===== src/rtl/dmaEngineRegs_pkg.sv =====
package dmaEngineRegs_pkg;
  // word indices within the window (byte offset / 4)
  localparam logic [5:0] IDX_CAP    = 6'd0;
  localparam logic [5:0] IDX_CSR    = 6'd1;
  localparam logic [5:0] IDX_HWNEXT = 6'd2;
  localparam logic [5:0] IDX_SWNEXT = 6'd3;
  localparam logic [5:0] IDX_LAST   = 6'd4;
  localparam logic [5:0] IDX_ACT    = 6'd5;
  localparam logic [5:0] IDX_WAIT   = 6'd6;
  localparam logic [5:0] IDX_BYTES  = 6'd7;

  // control-word bit positions that hold event flags
  localparam logic [7:0] EVENT_MASK = 8'hBC;
  localparam int NUM_TIMERS = 2;

  typedef enum logic [1:0] {
    ENG_IDLE = 2'b00,
    ENG_RUN  = 2'b01,
    ENG_WAIT = 2'b10
  } engState_e;

  // control-word write fields, picked out of the bus data
  typedef struct packed {
    logic       intEnW;
    logic       ackAll;
    logic [5:0] evW1c;
    logic       engEnW;
    logic       waitedW1c;
    logic       userRstW;
    logic       fullRstW;
  } csrWrite_t;

  // strobes from control to datapath
  typedef struct packed {
    logic       clrAll;
    logic [7:0] evClr;
    logic       waitedClr;
    logic       swPtrWr;
  } dpStrobe_t;
endpackage


===== src/rtl/dmaRegCtrl.sv =====
module dmaRegCtrl
  import dmaEngineRegs_pkg::*;
#(
  parameter int ADDR_W   = 8,
  parameter int USR_DLY  = 4,
  parameter int FULL_DLY = 8
) (
  input  logic              clk,
  input  logic              rstN,
  input  logic              wrEn,
  input  logic [ADDR_W-1:0] regAddr,
  input  csrWrite_t         csrW,
  input  logic              coreIdle,
  output logic              intEn,
  output logic              engEn,
  output logic              userPend,
  output logic              fullPend,
  output dpStrobe_t         dpCtl
);
  localparam int UCW = $clog2(USR_DLY + 1);
  localparam int FCW = $clog2(FULL_DLY + 1);
  localparam int IW  = ADDR_W - 2;

  logic [UCW-1:0] usrCnt;
  logic [FCW-1:0] fullCnt;
  logic aligned, csrHit, swHit;

  assign aligned = (regAddr[1:0] == 2'b00);
  // control-word writes are locked out while the full reset runs
  assign csrHit  = wrEn && aligned && !fullPend &&
                   (regAddr[ADDR_W-1:2] == IW'(IDX_CSR));
  assign swHit   = wrEn && aligned && !fullPend &&
                   (regAddr[ADDR_W-1:2] == IW'(IDX_SWNEXT));

  always_ff @(posedge clk or negedge rstN) begin
    if (!rstN) begin
      intEn    <= 1'b0;
      engEn    <= 1'b0;
      userPend <= 1'b0;
      fullPend <= 1'b0;
      usrCnt   <= '0;
      fullCnt  <= '0;
    end else begin
      if (csrHit) begin
        intEn <= csrW.intEnW;
        engEn <= csrW.engEnW;
        if (csrW.userRstW && !userPend) begin
          userPend <= 1'b1;
          usrCnt   <= '0;
        end
        if (csrW.fullRstW) begin
          fullPend <= 1'b1;
          fullCnt  <= '0;
        end
      end
      // user reset: needs USR_DLY consecutive idle cycles
      if (userPend) begin
        if (!coreIdle) begin
          usrCnt <= '0;
        end else if (usrCnt == UCW'(USR_DLY - 1)) begin
          userPend <= 1'b0;
          usrCnt   <= '0;
        end else begin
          usrCnt <= usrCnt + UCW'(1);
        end
      end
      // full reset: fixed length, drops both enables at the end
      if (fullPend) begin
        if (fullCnt == FCW'(FULL_DLY - 1)) begin
          fullPend <= 1'b0;
          fullCnt  <= '0;
          intEn    <= 1'b0;
          engEn    <= 1'b0;
        end else begin
          fullCnt <= fullCnt + FCW'(1);
        end
      end
    end
  end

  always_comb begin
    dpCtl.clrAll    = fullPend;
    dpCtl.evClr     = '0;
    dpCtl.waitedClr = 1'b0;
    dpCtl.swPtrWr   = swHit;
    if (csrHit) begin
      dpCtl.evClr     = csrW.ackAll ? EVENT_MASK : ({csrW.evW1c, 2'b00} & EVENT_MASK);
      dpCtl.waitedClr = csrW.waitedW1c;
    end
  end
endmodule


===== src/rtl/dmaRegData.sv =====
module dmaRegData
  import dmaEngineRegs_pkg::*;
#(
  parameter int         ADDR_W      = 8,
  parameter int         DATA_W      = 32,
  parameter int         BYTE_W      = 16,
  parameter bit         CAP_PRESENT = 1'b1,
  parameter bit         CAP_C2S     = 1'b1,
  parameter bit         CAP_PACKET  = 1'b1,
  parameter logic [7:0] ENG_NUM     = 8'd3,
  parameter logic [5:0] MAX_BC      = 6'd20
) (
  input  logic              clk,
  input  logic              rstN,
  input  dpStrobe_t         dpCtl,
  input  logic [ADDR_W-1:0] regAddr,
  input  logic [DATA_W-1:0] wrData,
  input  logic [7:0]        evIn,
  input  logic              coreBusy,
  input  logic              coreWaiting,
  input  logic [BYTE_W-1:0] doneBytes,
  input  logic              coreNextLoad,
  input  logic [DATA_W-1:0] coreNextPtr,
  input  logic [DATA_W-1:0] coreCurPtr,
  input  logic              intEn,
  input  logic              engEn,
  input  logic              userPend,
  input  logic              fullPend,
  output logic [DATA_W-1:0] rdData,
  output logic [7:0]        evFlags,
  output logic              anyEvent
);
  localparam int IW = ADDR_W - 2;
  localparam logic [31:0] CAP_WORD = {2'b00, MAX_BC, 8'h00, ENG_NUM, 2'b00,
                                      1'b0, CAP_PACKET, 2'b00, CAP_C2S, CAP_PRESENT};

  engState_e         engState;
  logic              waited;
  logic [DATA_W-1:0] hwNext, swNext, lastDone, byteCnt;
  logic [DATA_W-1:0] timeCnt [NUM_TIMERS];
  logic [15:0]       csrWord;

  always_comb begin
    if (coreWaiting)   engState = ENG_WAIT;
    else if (coreBusy) engState = ENG_RUN;
    else               engState = ENG_IDLE;
  end

  // event flags: a new strobe wins over a same-cycle clear
  always_ff @(posedge clk or negedge rstN) begin
    if (!rstN)             evFlags <= '0;
    else if (dpCtl.clrAll) evFlags <= '0;
    else                   evFlags <= ((evFlags & ~dpCtl.evClr) | evIn) & EVENT_MASK;
  end
  assign anyEvent = |evFlags;

  always_ff @(posedge clk or negedge rstN) begin
    if (!rstN)                    waited <= 1'b0;
    else if (dpCtl.clrAll)        waited <= 1'b0;
    else if (engState == ENG_WAIT) waited <= 1'b1;
    else if (dpCtl.waitedClr)     waited <= 1'b0;
  end

  // one time counter per non-idle state
  for (genvar g = 0; g < NUM_TIMERS; g++) begin : gTimer
    localparam engState_e TRACKED = (g == 0) ? ENG_RUN : ENG_WAIT;
    always_ff @(posedge clk or negedge rstN) begin
      if (!rstN)                    timeCnt[g] <= '0;
      else if (dpCtl.clrAll)        timeCnt[g] <= '0;
      else if (engState == TRACKED) timeCnt[g] <= timeCnt[g] + DATA_W'(1);
    end
  end

  always_ff @(posedge clk or negedge rstN) begin
    if (!rstN) begin
      hwNext   <= '0;
      swNext   <= '0;
      lastDone <= '0;
      byteCnt  <= '0;
    end else if (dpCtl.clrAll) begin
      hwNext   <= '0;
      swNext   <= '0;
      lastDone <= '0;
      byteCnt  <= '0;
    end else begin
      if (coreNextLoad)  hwNext <= coreNextPtr;
      if (dpCtl.swPtrWr) swNext <= wrData;
      if (evIn[2]) begin
        byteCnt  <= byteCnt + DATA_W'(doneBytes);
        lastDone <= coreCurPtr;
      end
    end
  end

  always_comb begin
    csrWord        = '0;
    csrWord[0]     = intEn;
    csrWord[1]     = anyEvent;
    csrWord[7:2]   = evFlags[7:2];
    csrWord[8]     = engEn;
    csrWord[11:10] = engState;
    csrWord[12]    = waited;
    csrWord[14]    = userPend;
    csrWord[15]    = fullPend;
  end

  always_comb begin
    rdData = '0;
    if (regAddr[1:0] == 2'b00) begin
      case (regAddr[ADDR_W-1:2])
        IW'(IDX_CAP):    rdData = DATA_W'(CAP_WORD);
        IW'(IDX_CSR):    rdData = DATA_W'(csrWord);
        IW'(IDX_HWNEXT): rdData = hwNext;
        IW'(IDX_SWNEXT): rdData = swNext;
        IW'(IDX_LAST):   rdData = lastDone;
        IW'(IDX_ACT):    rdData = timeCnt[0];
        IW'(IDX_WAIT):   rdData = timeCnt[1];
        IW'(IDX_BYTES):  rdData = byteCnt;
        default:         rdData = '0;
      endcase
    end
  end
endmodule


===== src/rtl/dmaEngineRegs.sv =====
module dmaEngineRegs
  import dmaEngineRegs_pkg::*;
#(
  parameter int         ADDR_W      = 8,
  parameter int         BYTE_W      = 16,
  parameter int         USR_DLY     = 4,
  parameter int         FULL_DLY    = 8,
  parameter bit         CAP_PRESENT = 1'b1,
  parameter bit         CAP_C2S     = 1'b1,
  parameter bit         CAP_PACKET  = 1'b1,
  parameter logic [7:0] ENG_NUM     = 8'd3,
  parameter logic [5:0] MAX_BC      = 6'd20
) (
  input  logic              clk,
  input  logic              rstN,
  input  logic [ADDR_W-1:0] regAddr,
  input  logic              wrEn,
  input  logic [31:0]       wrData,
  output logic [31:0]       rdData,
  input  logic              evDescDone,
  input  logic              evAlignErr,
  input  logic              evFetchErr,
  input  logic              evAbort,
  input  logic              evChainEnd,
  input  logic              coreBusy,
  input  logic              coreWaiting,
  input  logic [BYTE_W-1:0] doneBytes,
  input  logic [31:0]       coreCurPtr,
  input  logic              coreNextLoad,
  input  logic [31:0]       coreNextPtr,
  output logic              engEnable,
  output logic              userReset,
  output logic              engReset,
  output logic              irq
);
  csrWrite_t  csrW;
  dpStrobe_t  dpCtl;
  logic [7:0] evIn, evFlags;
  logic       intEn, engEn, userPend, fullPend, anyEvent, coreIdle;

  assign evIn = {evChainEnd, 1'b0, evAbort, evFetchErr, evAlignErr, evDescDone, 2'b00};

  assign csrW.intEnW    = wrData[0];
  assign csrW.ackAll    = wrData[1];
  assign csrW.evW1c     = wrData[7:2];
  assign csrW.engEnW    = wrData[8];
  assign csrW.waitedW1c = wrData[12];
  assign csrW.userRstW  = wrData[14];
  assign csrW.fullRstW  = wrData[15];

  assign coreIdle = !coreBusy && !coreWaiting;

  dmaRegCtrl #(
    .ADDR_W(ADDR_W), .USR_DLY(USR_DLY), .FULL_DLY(FULL_DLY)
  ) ctrl_i (
    .clk(clk), .rstN(rstN), .wrEn(wrEn), .regAddr(regAddr), .csrW(csrW),
    .coreIdle(coreIdle), .intEn(intEn), .engEn(engEn), .userPend(userPend),
    .fullPend(fullPend), .dpCtl(dpCtl)
  );

  dmaRegData #(
    .ADDR_W(ADDR_W), .DATA_W(32), .BYTE_W(BYTE_W), .CAP_PRESENT(CAP_PRESENT),
    .CAP_C2S(CAP_C2S), .CAP_PACKET(CAP_PACKET), .ENG_NUM(ENG_NUM), .MAX_BC(MAX_BC)
  ) data_i (
    .clk(clk), .rstN(rstN), .dpCtl(dpCtl), .regAddr(regAddr), .wrData(wrData),
    .evIn(evIn), .coreBusy(coreBusy), .coreWaiting(coreWaiting),
    .doneBytes(doneBytes), .coreNextLoad(coreNextLoad), .coreNextPtr(coreNextPtr),
    .coreCurPtr(coreCurPtr), .intEn(intEn), .engEn(engEn), .userPend(userPend),
    .fullPend(fullPend), .rdData(rdData), .evFlags(evFlags), .anyEvent(anyEvent)
  );

  assign irq       = intEn && anyEvent;
  assign engEnable = engEn;
  assign engReset  = fullPend;
  assign userReset = userPend || fullPend;
endmodule


===== config.mk =====
export PLATFORM = sky130hd
export DESIGN_NAME = dmaEngineRegs
export DESIGN_NICKNAME = d
export VERILOG_FILES = /design/src/rtl/dmaEngineRegs_pkg.sv /design/src/rtl/dmaRegCtrl.sv /design/src/rtl/dmaRegData.sv /design/src/rtl/dmaEngineRegs.sv
export SDC_FILE = /design/constraint.sdc
export NUM_CORES = 1
export LEC_CHECK = 0
export BUFFER_PORTS_ARGS = -buffer_cell sky130_fd_sc_hd__buf_2
export CORE_MARGIN = 2
export CORE_UTILIZATION = 50
export CTS_BUF_LIST = sky130_fd_sc_hd__clkbuf_2
export DETAILED_ROUTE_END_ITERATION = 16
export PLACE_DENSITY = 0.75
export SLEW_MARGIN = 10
export SYNTH_ARGS = -nofsm -noshare
export SYNTH_HDL_FRONTEND = slang
export SYNTH_HIERARCHICAL = 1
export SYNTH_SLANG_ARGS = --single-unit

===== constraint.sdc =====
create_clock -name clk -period 3.1 [get_ports clk]
set_clock_uncertainty 0.15 [all_clocks]
set_input_delay 0.31 -clock clk [delete_from_list [all_inputs] [get_ports clk]]
set_output_delay 0.31 -clock clk [all_outputs]
set_load 0.05 [all_outputs]

### Yosys cells after proc, flatten, opt, wreduce, memory -nomap -nowiden

Cells that the tools add are included.

* flip-flop bits (word level): 212
* output and inout bits: 36
* logic and storage cells: 106

* $add $sub $neg: 5
* equal/unequal tests: 11
* multiplexer cells: 46
* bitwise gates (word level): 3
* reductions and logical operators: 27

Operators by type and width (number)
* 32-bit 2-to-1 mux: 13
* 32-bit case mux with 8 select lines: 1
* 32-bit by 1-bit adder with 32-bit output (second input constant): 2
* 32-bit by 16-bit adder with 32-bit output: 1
* 6-bit by 3-bit == test with 1-bit output (second input constant): 4
* 1-bit 2-to-1 mux: 19
* 2-bit nonzero test: 9
* 4-bit 2-to-1 mux: 4
* 8-bit 2-to-1 mux: 2
* 3-bit 2-to-1 mux: 5
* 6-bit by 2-bit == test with 1-bit output (second input constant): 2
* 9-bit 2-to-1 mux: 1
* 8-bit bitwise AND: 1
* 8-bit inverter: 1
* 8-bit OR: 1
* 8-bit OR reduction: 1
* 1-bit logical AND: 7
* 6-bit by 1-bit == test with 1-bit output (second input constant): 1
* 6-bit zero test: 1
* 4-bit by 1-bit adder with 4-bit output (second input constant): 1
* 4-bit by 3-bit == test with 1-bit output (second input constant): 1
* 1-bit zero test: 4
* 2-bit AND reduction: 2
* 3-bit by 1-bit adder with 3-bit output (second input constant): 1
* 7 further kinds: 7

### Depth between registers and ports, before layout

Gate-level depths: netlist of the first run.

* depth in word-level cells: 9
* depth in mapped cells: 10

### Modules after synthesis

The synthesis of the first run kept the hierarchy.

By module, submodules not included
* dmaRegData: instances 1, cells an instance 1098, area each 10602.7 µm², seq. area each 4954.8 µm²
* dmaRegCtrl: instances 1, cells an instance 75, area each 719.4 µm², seq. area each 275.3 µm²
* dmaEngineRegs: instances 1, cells an instance 4, area each 20.0 µm², seq. area each 0.0 µm²

### Worst setup path before layout of the first run

No wires, ideal clock.

* path kind: input port to output port
* start point: input port regAddr[5]
* end point: output port rdData[19]
* data arrival time: 2649 ps
* setup slack: -9 ps
* cell stages on the path: 7
* path buffers: 2
* path through: nor3_1 -> nand2b_1 -> nor2_1 -> clkbuf_1 -> buf_1 -> a22oi_1 -> a31oi_1

* cells in the longest elaborated chain, start to end: 3
* elaborated cells between the ends (all ways): 10

RTL lines
* start, declared: RTL line dmaEngineRegs.sv:16 `input logic [ADDR_W-1:0] regAddr,`
* 6-bit by 3-bit == test with 1-bit output, or another cell as far along: RTL line dmaRegData.sv:110 `case (regAddr[ADDR_W-1:2])`
* 32-bit case mux with 8 select lines *: RTL line dmaRegData.sv:110
* 32-bit 2-to-1 mux *: RTL line dmaRegData.sv:109 `if (regAddr[1:0] == 2'b00) begin`
* end, declared: RTL line dmaEngineRegs.sv:19 `output logic [31:0] rdData,`

Mark *: on every way between the ends. The rest lies on a longest branch, timed or not.

### Worst setup path after layout of the first run

* start point: input port regAddr[2]
* end point: output port rdData[18]

Same word-level chain as after synthesis.

==> results of run 1 <==
## area by class of cell
type / count / area, um^2 / area share (%)
inverter: 27 / 101 / 0.689
tap: 280 / 350 / 2.38
timing repair buffer: 351 / 2730 / 18.6
sequential: 209 / 5240 / 35.6
antenna: 3 / 7.51 / 0.0511
clock inverter: 23 / 124 / 0.843
clock buffer: 72 / 360 / 2.45
multi-input combinational: 866 / 5790 / 39.4
## sequential cells by signal, summed over array words and instances (netlist names), 3 cells and up
signal / cells
ctrl_i/usrCnt: 3
data_i/byteCnt: 32
data_i/evFlags: 5
data_i/swNext: 32
ctrl_i/fullCnt: 4
data_i/lastDone: 32
data_i/hwNext: 32
data_i/timeCnt: 64
## layer usage
metal | track usage, % | part of all wire [%] | wire [um]
met4 | 13.3 | 3.9 | 1460
met3 | 7.26 | 8.9 | 3340
met5 | 0 | 0 | 0
met2 | 49.8 | 48 | 18000
met1 | 40.6 | 40 | 14900
## worst max-delay path: cells and delay by family
family	cells	cell delay, ps
simple gates	2	350
compound gates	2	500
buf+inv	4	1380
## stage by stage
step	instance area [um^2]	util, %	power [mW]	cells
floorplan	11300	-	4.64	1168
global placement	12600	57.3	5.19	1577
detailed placement	12600	57.3	5.27	1577
CTS	14600	66.6	7.43	1826
global route	14700	66.9	8.01	1829
finish	14700	66.9	7.57	1831
## power by group through the flow
stage	Combinational, mW	Clock, mW	Sequential, mW
2_1_floorplan	1.30	0	3.34
3_3_place_gp	1.70	0	3.49
3_5_place_dp	1.77	0	3.50
4_1_cts	2.03	1.95	3.45
5_1_grt	2.38	2.11	3.52
6_report	2.14	1.95	3.48
## repair_timing
action / in CTS / in global routing
hold buffers: 154 / 0
endpoints found under the hold margin: 363 / 0
buffers inserted: 0 / 1
setup endpoints to repair: 0 / 15
resized for setup: 0 / 13
## worst max path at each step
stage                                   from                             end  cells after the start
5_1_grt        data_i/timeCnt[9]$_DFFE_PN0P_                       rdData[9]                      4
2_1_floorplan                     regAddr[5]                      rdData[30]                      7
6_report                          regAddr[2]                      rdData[18]                      8
3_5_place_dp                    doneBytes[0]  data_i/byteCnt[20]$_DFFE_PN0P_                     11
3_3_place_gp                    doneBytes[0]  data_i/byteCnt[30]$_DFFE_PN0P_                     11
4_1_cts                           regAddr[2]                       rdData[2]                     10
==> impl_results.rst, run 1 <==
.. list-table::
   :header-rows: 1

   * - Metric
     - Value
   * - Sequential fraction of design power
     - 46.0%
   * - Min setup slack post-route
     - 70.7 ps
   * - Worst hold start
     - coreCurPtr[17]
   * - DRT Wirelength
     - 37700 um
   * - Total via count after detailed routing
     - 11000
   * - Crit path launch type
     - input port
   * - Combinational power share
     - 28.3%
   * - Hold Crit Endpoint
     - data_i/lastDone[17]$_DFFE_PN0P_
   * - Dpl hpwl
     - 22700 um
   * - List of cells traversed by the critical path
     - dlygate4sd3_1 > clkbuf_4 > nand2b_1 > nor2_2 > buf_4 > a22oi_1 > a31oi_2 > buf_2
   * - Clock H-tree levels
     - 2
   * - Avg Inst Size Synth
     - 9.66 um^2
   * - Hold Vio Cnt, Final
     - 0
   * - Share of the clock period used by the worst path
     - 97.7%
   * - Total CTS buffers
     - 53
   * - Number of iterations in the first detailed-routing pass
     - 7
   * - Largest stage delay on the critical path
     - 550 ps
   * - Switching pwr
     - 2.75 mW
   * - Worst slew pin tran
     - 1060 ps
   * - Slowest cell on crit path
     - sky130_fd_sc_hd__dlygate4sd3_1
   * - Antenna-violating nets left
     - 0
   * - All-layer global routing usage
     - 31.1%
   * - Total negative slack for setup checks
     - 0 ps
   * - Int Pwr
     - 4.82 mW
   * - Synthesis-to-layout area growth
     - 30.3%
   * - Wire per inst
     - 20.6 um
   * - Global-route wire length before repair
     - 58400 um
   * - Largest fanout on the critical path
     - 21
   * - Via/cell ratio
     - 6.00
   * - Starting density of the core
     - 51.4%
   * - Class of the most critical hold timing path
     - in -> reg
   * - Min Tclk post-route
     - 3030 ps
   * - Fraction of final layout cells sized beyond drive strength 1
     - 21.3%
   * - Die extent in x
     - 154 um
   * - Worst Hold Path Cells
     - 4
   * - Synth Instances
     - 1168
   * - Commonest non-fill, non-tap cells in the layout
     - sky130_fd_sc_hd__nor2_1, sky130_fd_sc_hd__dfrtp_1, sky130_fd_sc_hd__buf_2
   * - Status
     - finished clean
   * - Static Leakage
     - 6.73 nW
   * - Net count reported at finish
     - 1660
   * - Data required, critical path
     - 2640 ps
   * - Worst relative slew slack
     - 29.6%
   * - Warnings from Yosys
     - 6
   * - Drc violations
     - 0
   * - Post-synthesis instance area
     - 11300 um^2
   * - Area of the core
     - 22000 um^2
   * - Number of cell rows
     - 54
   * - Post-placement setup slack
     - 81.0 ps
   * - Clock Pin Slew Worst Setup and Hold Paths
     - 100 ps
   * - CTS Root Cell
     - sky130_fd_sc_hd__clkbuf_2
   * - Worst endpoint data arrival time
     - 2570 ps
   * - Vias in the first global route
     - 10900
   * - Maximum clock path buffer count
     - 3
   * - Most common cell after layout, fill and taps aside
     - sky130_fd_sc_hd__nor2_1
   * - Count of pins over their slew limit
     - 0
   * - Setup Viol. Count Final
     - 0
   * - Vertical die dimension
     - 154 um
   * - Pin count of the biggest net entering global routing
     - 217
   * - Die area
     - 23800 um^2
   * - Weighted congestion reported at the end of routability-driven placement
     - 0.892
   * - Initial drt markers
     - 1308
   * - Initial antenna violation count
     - 1
   * - Clock network fraction of design power
     - 25.7%
   * - Max-capacitance violation count
     - 0
   * - Crit end category
     - output pin
   * - Flop2flop setup slack
     - 180 ps
   * - Sw frac
     - 36.4%
   * - GRT Residual Overflow
     - 0
   * - CTS sink count
     - 209
   * - Length in cells of the worst reg-to-reg path
     - 11
   * - Fmax achieved
     - 330 MHz
   * - RR Endpoint
     - data_i/byteCnt[12]$_DFFE_PN0P_
   * - Reg-to-Reg Start
     - data_i/byteCnt[0]$_DFFE_PN0P_
   * - CTS tree
     - done
   * - Number of ports placed on the die boundary
     - 167
   * - Setup CP Type
     - in -> out
   * - Net count of the mapped netlist
     - 1320
   * - Worst hold slack after final layout
     - 73.7 ps
   * - Insertion delay of the later-clocked pin in the worst-skew pair
     - 860 ps
   * - Largest vdd supply drop
     - 0.264 mV
   * - Fillers
     - 1628
   * - Power density relative to cell area
     - 515 nW/um^2
   * - Total of buffers placed on input and output ports
     - 166
Power figures use the tool's default switching activity.
==> inputs of run 2 (changes only) <==
Settings changed: CTS_BUF_LIST sky130_fd_sc_hd__clkbuf_2 to sky130_fd_sc_hd__clkbuf_4 sky130_fd_sc_hd__clkbuf_8 sky130_fd_sc_hd__clkbuf_16, SLEW_MARGIN 10 to 20.
==> run 2 against run 1 <==
Core utilization decreased by 1.6 points; sequential power about the same; first-iteration DRC count decreased by 6.0%; critical endpoint is now data_i/byteCnt[20]$_DFFE_PN0P_; sequential share of layout area increased by 0.87 points; non-clock buffer count decreased by 56; setup slack improved by 150 ps; critical path depth increased by 2.
==> impl_results.rst, run 2 (synthesized netlist as in run 1, its figures left out) <==
.. list-table::
   :header-rows: 1

   * - Metric
     - Value
   * - RR Endpoint
     - data_i/byteCnt[20]$_DFFE_PN0P_
   * - Antenna-violating nets left
     - 0
   * - Worst relative slew slack
     - 27.3%
   * - CTS Root Cell
     - sky130_fd_sc_hd__clkbuf_16
   * - Worst Hold Path Cells
     - 4
   * - Total negative slack for setup checks
     - 0 ps
   * - Initial antenna violation count
     - 0
   * - Number of cell rows
     - 54
   * - Synthesis-to-layout area growth
     - 27.1%
   * - Number of iterations in the first detailed-routing pass
     - 6
   * - Vias in the first global route
     - 10200
   * - Wire per inst
     - 20.4 um
   * - Wire length on met1
     - 14000 um
   * - Share of the clock period used by the worst path
     - 92.7%
   * - Global-route wire length before repair
     - 55400 um
   * - Pin count of the biggest net entering global routing
     - 217
   * - Largest register FFs
     - 64
   * - Power density relative to cell area
     - 569 nW/um^2
   * - Total CTS buffers
     - 23
   * - Dpl hpwl
     - 22700 um
   * - Net count reported at finish
     - 1574
   * - Worst endpoint data arrival time
     - 3090 ps
   * - Launch point of the worst path
     - data_i/byteCnt[0]$_DFFE_PN0P_
   * - Number of setup buffers added after CTS
     - 0
   * - Weighted congestion reported at the end of routability-driven placement
     - 0.892
   * - Number of ports placed on the die boundary
     - 167
   * - Die extent in x
     - 154 um
   * - Insertion delay of the later-clocked pin in the worst-skew pair
     - 530 ps
   * - Worst slew pin tran
     - 1090 ps
   * - Most common cell after layout, fill and taps aside
     - sky130_fd_sc_hd__nor2_1
   * - Area of the core
     - 22000 um^2
   * - Hold Vio Cnt, Final
     - 0
   * - Min Tclk post-route
     - 2870 ps
   * - Status
     - finished clean
   * - CTS sink count
     - 209
   * - Crit path launch type
     - register
   * - Maximum clock path buffer count
     - 3
   * - Largest stage delay on the critical path
     - 410 ps
   * - Setup Viol. Count Final
     - 0
   * - Unrepaired setup endpoints after global routing
     - false
   * - Clock Pin Slew Worst Setup and Hold Paths
     - 60 ps
   * - Commonest non-fill, non-tap cells in the layout
     - sky130_fd_sc_hd__nor2_1, sky130_fd_sc_hd__dfrtp_1, sky130_fd_sc_hd__buf_2
   * - Slowest cell on crit path
     - sky130_fd_sc_hd__fa_1
   * - Flop2flop setup slack
     - 230 ps
   * - CTS tree
     - done
   * - Fraction of final layout cells sized beyond drive strength 1
     - 19.7%
   * - Die area
     - 23800 um^2
   * - Starting density of the core
     - 51.4%
   * - Count of pins over their slew limit
     - 0
   * - Kind of cell adding the most delay to the critical path
     - compound AO/OA/AOI/OAI gates
   * - Largest fanout on the critical path
     - 8
   * - Length in cells of the worst reg-to-reg path
     - 10
   * - Worst hold start
     - doneBytes[0]
   * - Data required, critical path
     - 3320 ps
   * - Via/cell ratio
     - 6.06
   * - DRT Wirelength
     - 35100 um
   * - Total via count after detailed routing
     - 10400
   * - Initial drt markers
     - 1230
   * - Largest vdd supply drop
     - 0.471 mV
   * - GRT Residual Overflow
     - 0
   * - Hold Crit Endpoint
     - data_i/byteCnt[0]$_DFFE_PN0P_
   * - Clock H-tree levels
     - 1
   * - Most flops, register
     - data_i/timeCnt
   * - Placement Cell Area
     - 12600 um^2
   * - WL met2
     - 16500 um
   * - Class of the most critical hold timing path
     - in -> reg
   * - Max-capacitance violation count
     - 0
   * - List of cells traversed by the critical path
     - ha_1 > inv_1 > fa_1 > nor2b_1 > o2111ai_1 > a211oi_2 > o2111ai_2 > a21boi_0 > xnor2_1 > nor2_1
   * - Total of buffers placed on input and output ports
     - 166
   * - Crit end category
     - register
   * - Reg-to-Reg Start
     - data_i/byteCnt[0]$_DFFE_PN0P_
   * - Static Leakage
     - 6.47 nW
   * - Met3 layer wire length in the routed design
     - 3110 um
   * - Crit path buffers/inverters
     - 1
   * - Drc violations
     - 0
   * - Vertical die dimension
     - 154 um
   * - Top sig layer
     - met4
   * - Fmax achieved
     - 348 MHz
   * - All-layer global routing usage
     - 29.3%
   * - Setup CP Type
     - reg -> reg
   * - Final non-filler cell area
     - 14300 um^2
   * - Antenna cells
     - 0
[run 2: cell count changes in the layout (fill, tap and decap cells not counted), sizes merged]
| cell | previous run | this run |
|---|---|---|
| buf | 195 | 194 |
| diode | 3 | 0 |
| clkbuf | 75 | 35 |
| clkinvlp | 1 | 2 |
| clkinv | 21 | 4 |
| dlygate4sd3 | 153 | 100 |
| inv | 27 | 28 |
[run 2: per-stage QoR]
stage          setup slack, ps  instances  utilization, %  hold slack (ps)  power (mW)
2_1_floorplan             33.2       1168               -             -136        4.64
5_1_grt                   84.7       1719            65.3             39.8        8.56
4_1_cts                   43.2       1719            65.3             4.71        8.12
3_5_place_dp              81.0       1577            57.3              239        5.27
6_report                   225       1719            65.3             28.4        8.16
3_3_place_gp               178       1577            57.3              242        5.19
[run 2: worst reg2reg max path, delay by kind of cell, from the launching register on]
kind / cells / cell delay (ps)
adder cells (fa/ha/maj): 2 / 580
AO/OA/AOI/OAI: 4 / 1170
AND/OR/NAND/NOR: 2 / 250
XOR/XNOR: 1 / 160
buffers and inverters: 1 / 50
flip-flops: 1 / 380
[run 2: how the worst max path moves through the flow]
stage,end,slack (ps),cells past startpoint
2_1_floorplan,rdData[30],30,7
3_3_place_gp,data_i/byteCnt[30]$_DFFE_PN0P_,180,11
3_5_place_dp,data_i/byteCnt[20]$_DFFE_PN0P_,80,11
4_1_cts,data_i/byteCnt[20]$_DFFE_PN0P_,40,10
5_1_grt,data_i/byteCnt[20]$_DFFE_PN0P_,80,10
6_report,data_i/byteCnt[20]$_DFFE_PN0P_,230,10
[run 2: cell type report]
type                       instances  area (um^2)
tap                              280          350
clock buffer                      34          689
multi-input combinational        866         5780
timing repair buffer             295         2120
fill                            1644         7610
inverter                          27          101
clock inverter                     8         73.8
sequential                       209         5230
[run 2: what timing repair did]
item | in CTS | in global routing
endpoints found under the hold margin | 174 | 0
endpoints found under the setup margin | 0 | 3
hold buffers | 100 | 0
gates resized for setup | 0 | 2
[run 2: routing by layer]
metal,global-route usage (%),up-vias
met1,39.1,5037
met5,0,-
met3,5.72,107
met2,47.7,578
met4,11.1,0
li1,-,4690
[run 2: power breakdown]
part / switching [mW] / internal (mW)
sequential: 0.406 / 3.08
combinational: 1.04 / 0.871
clock: 1.14 / 1.63
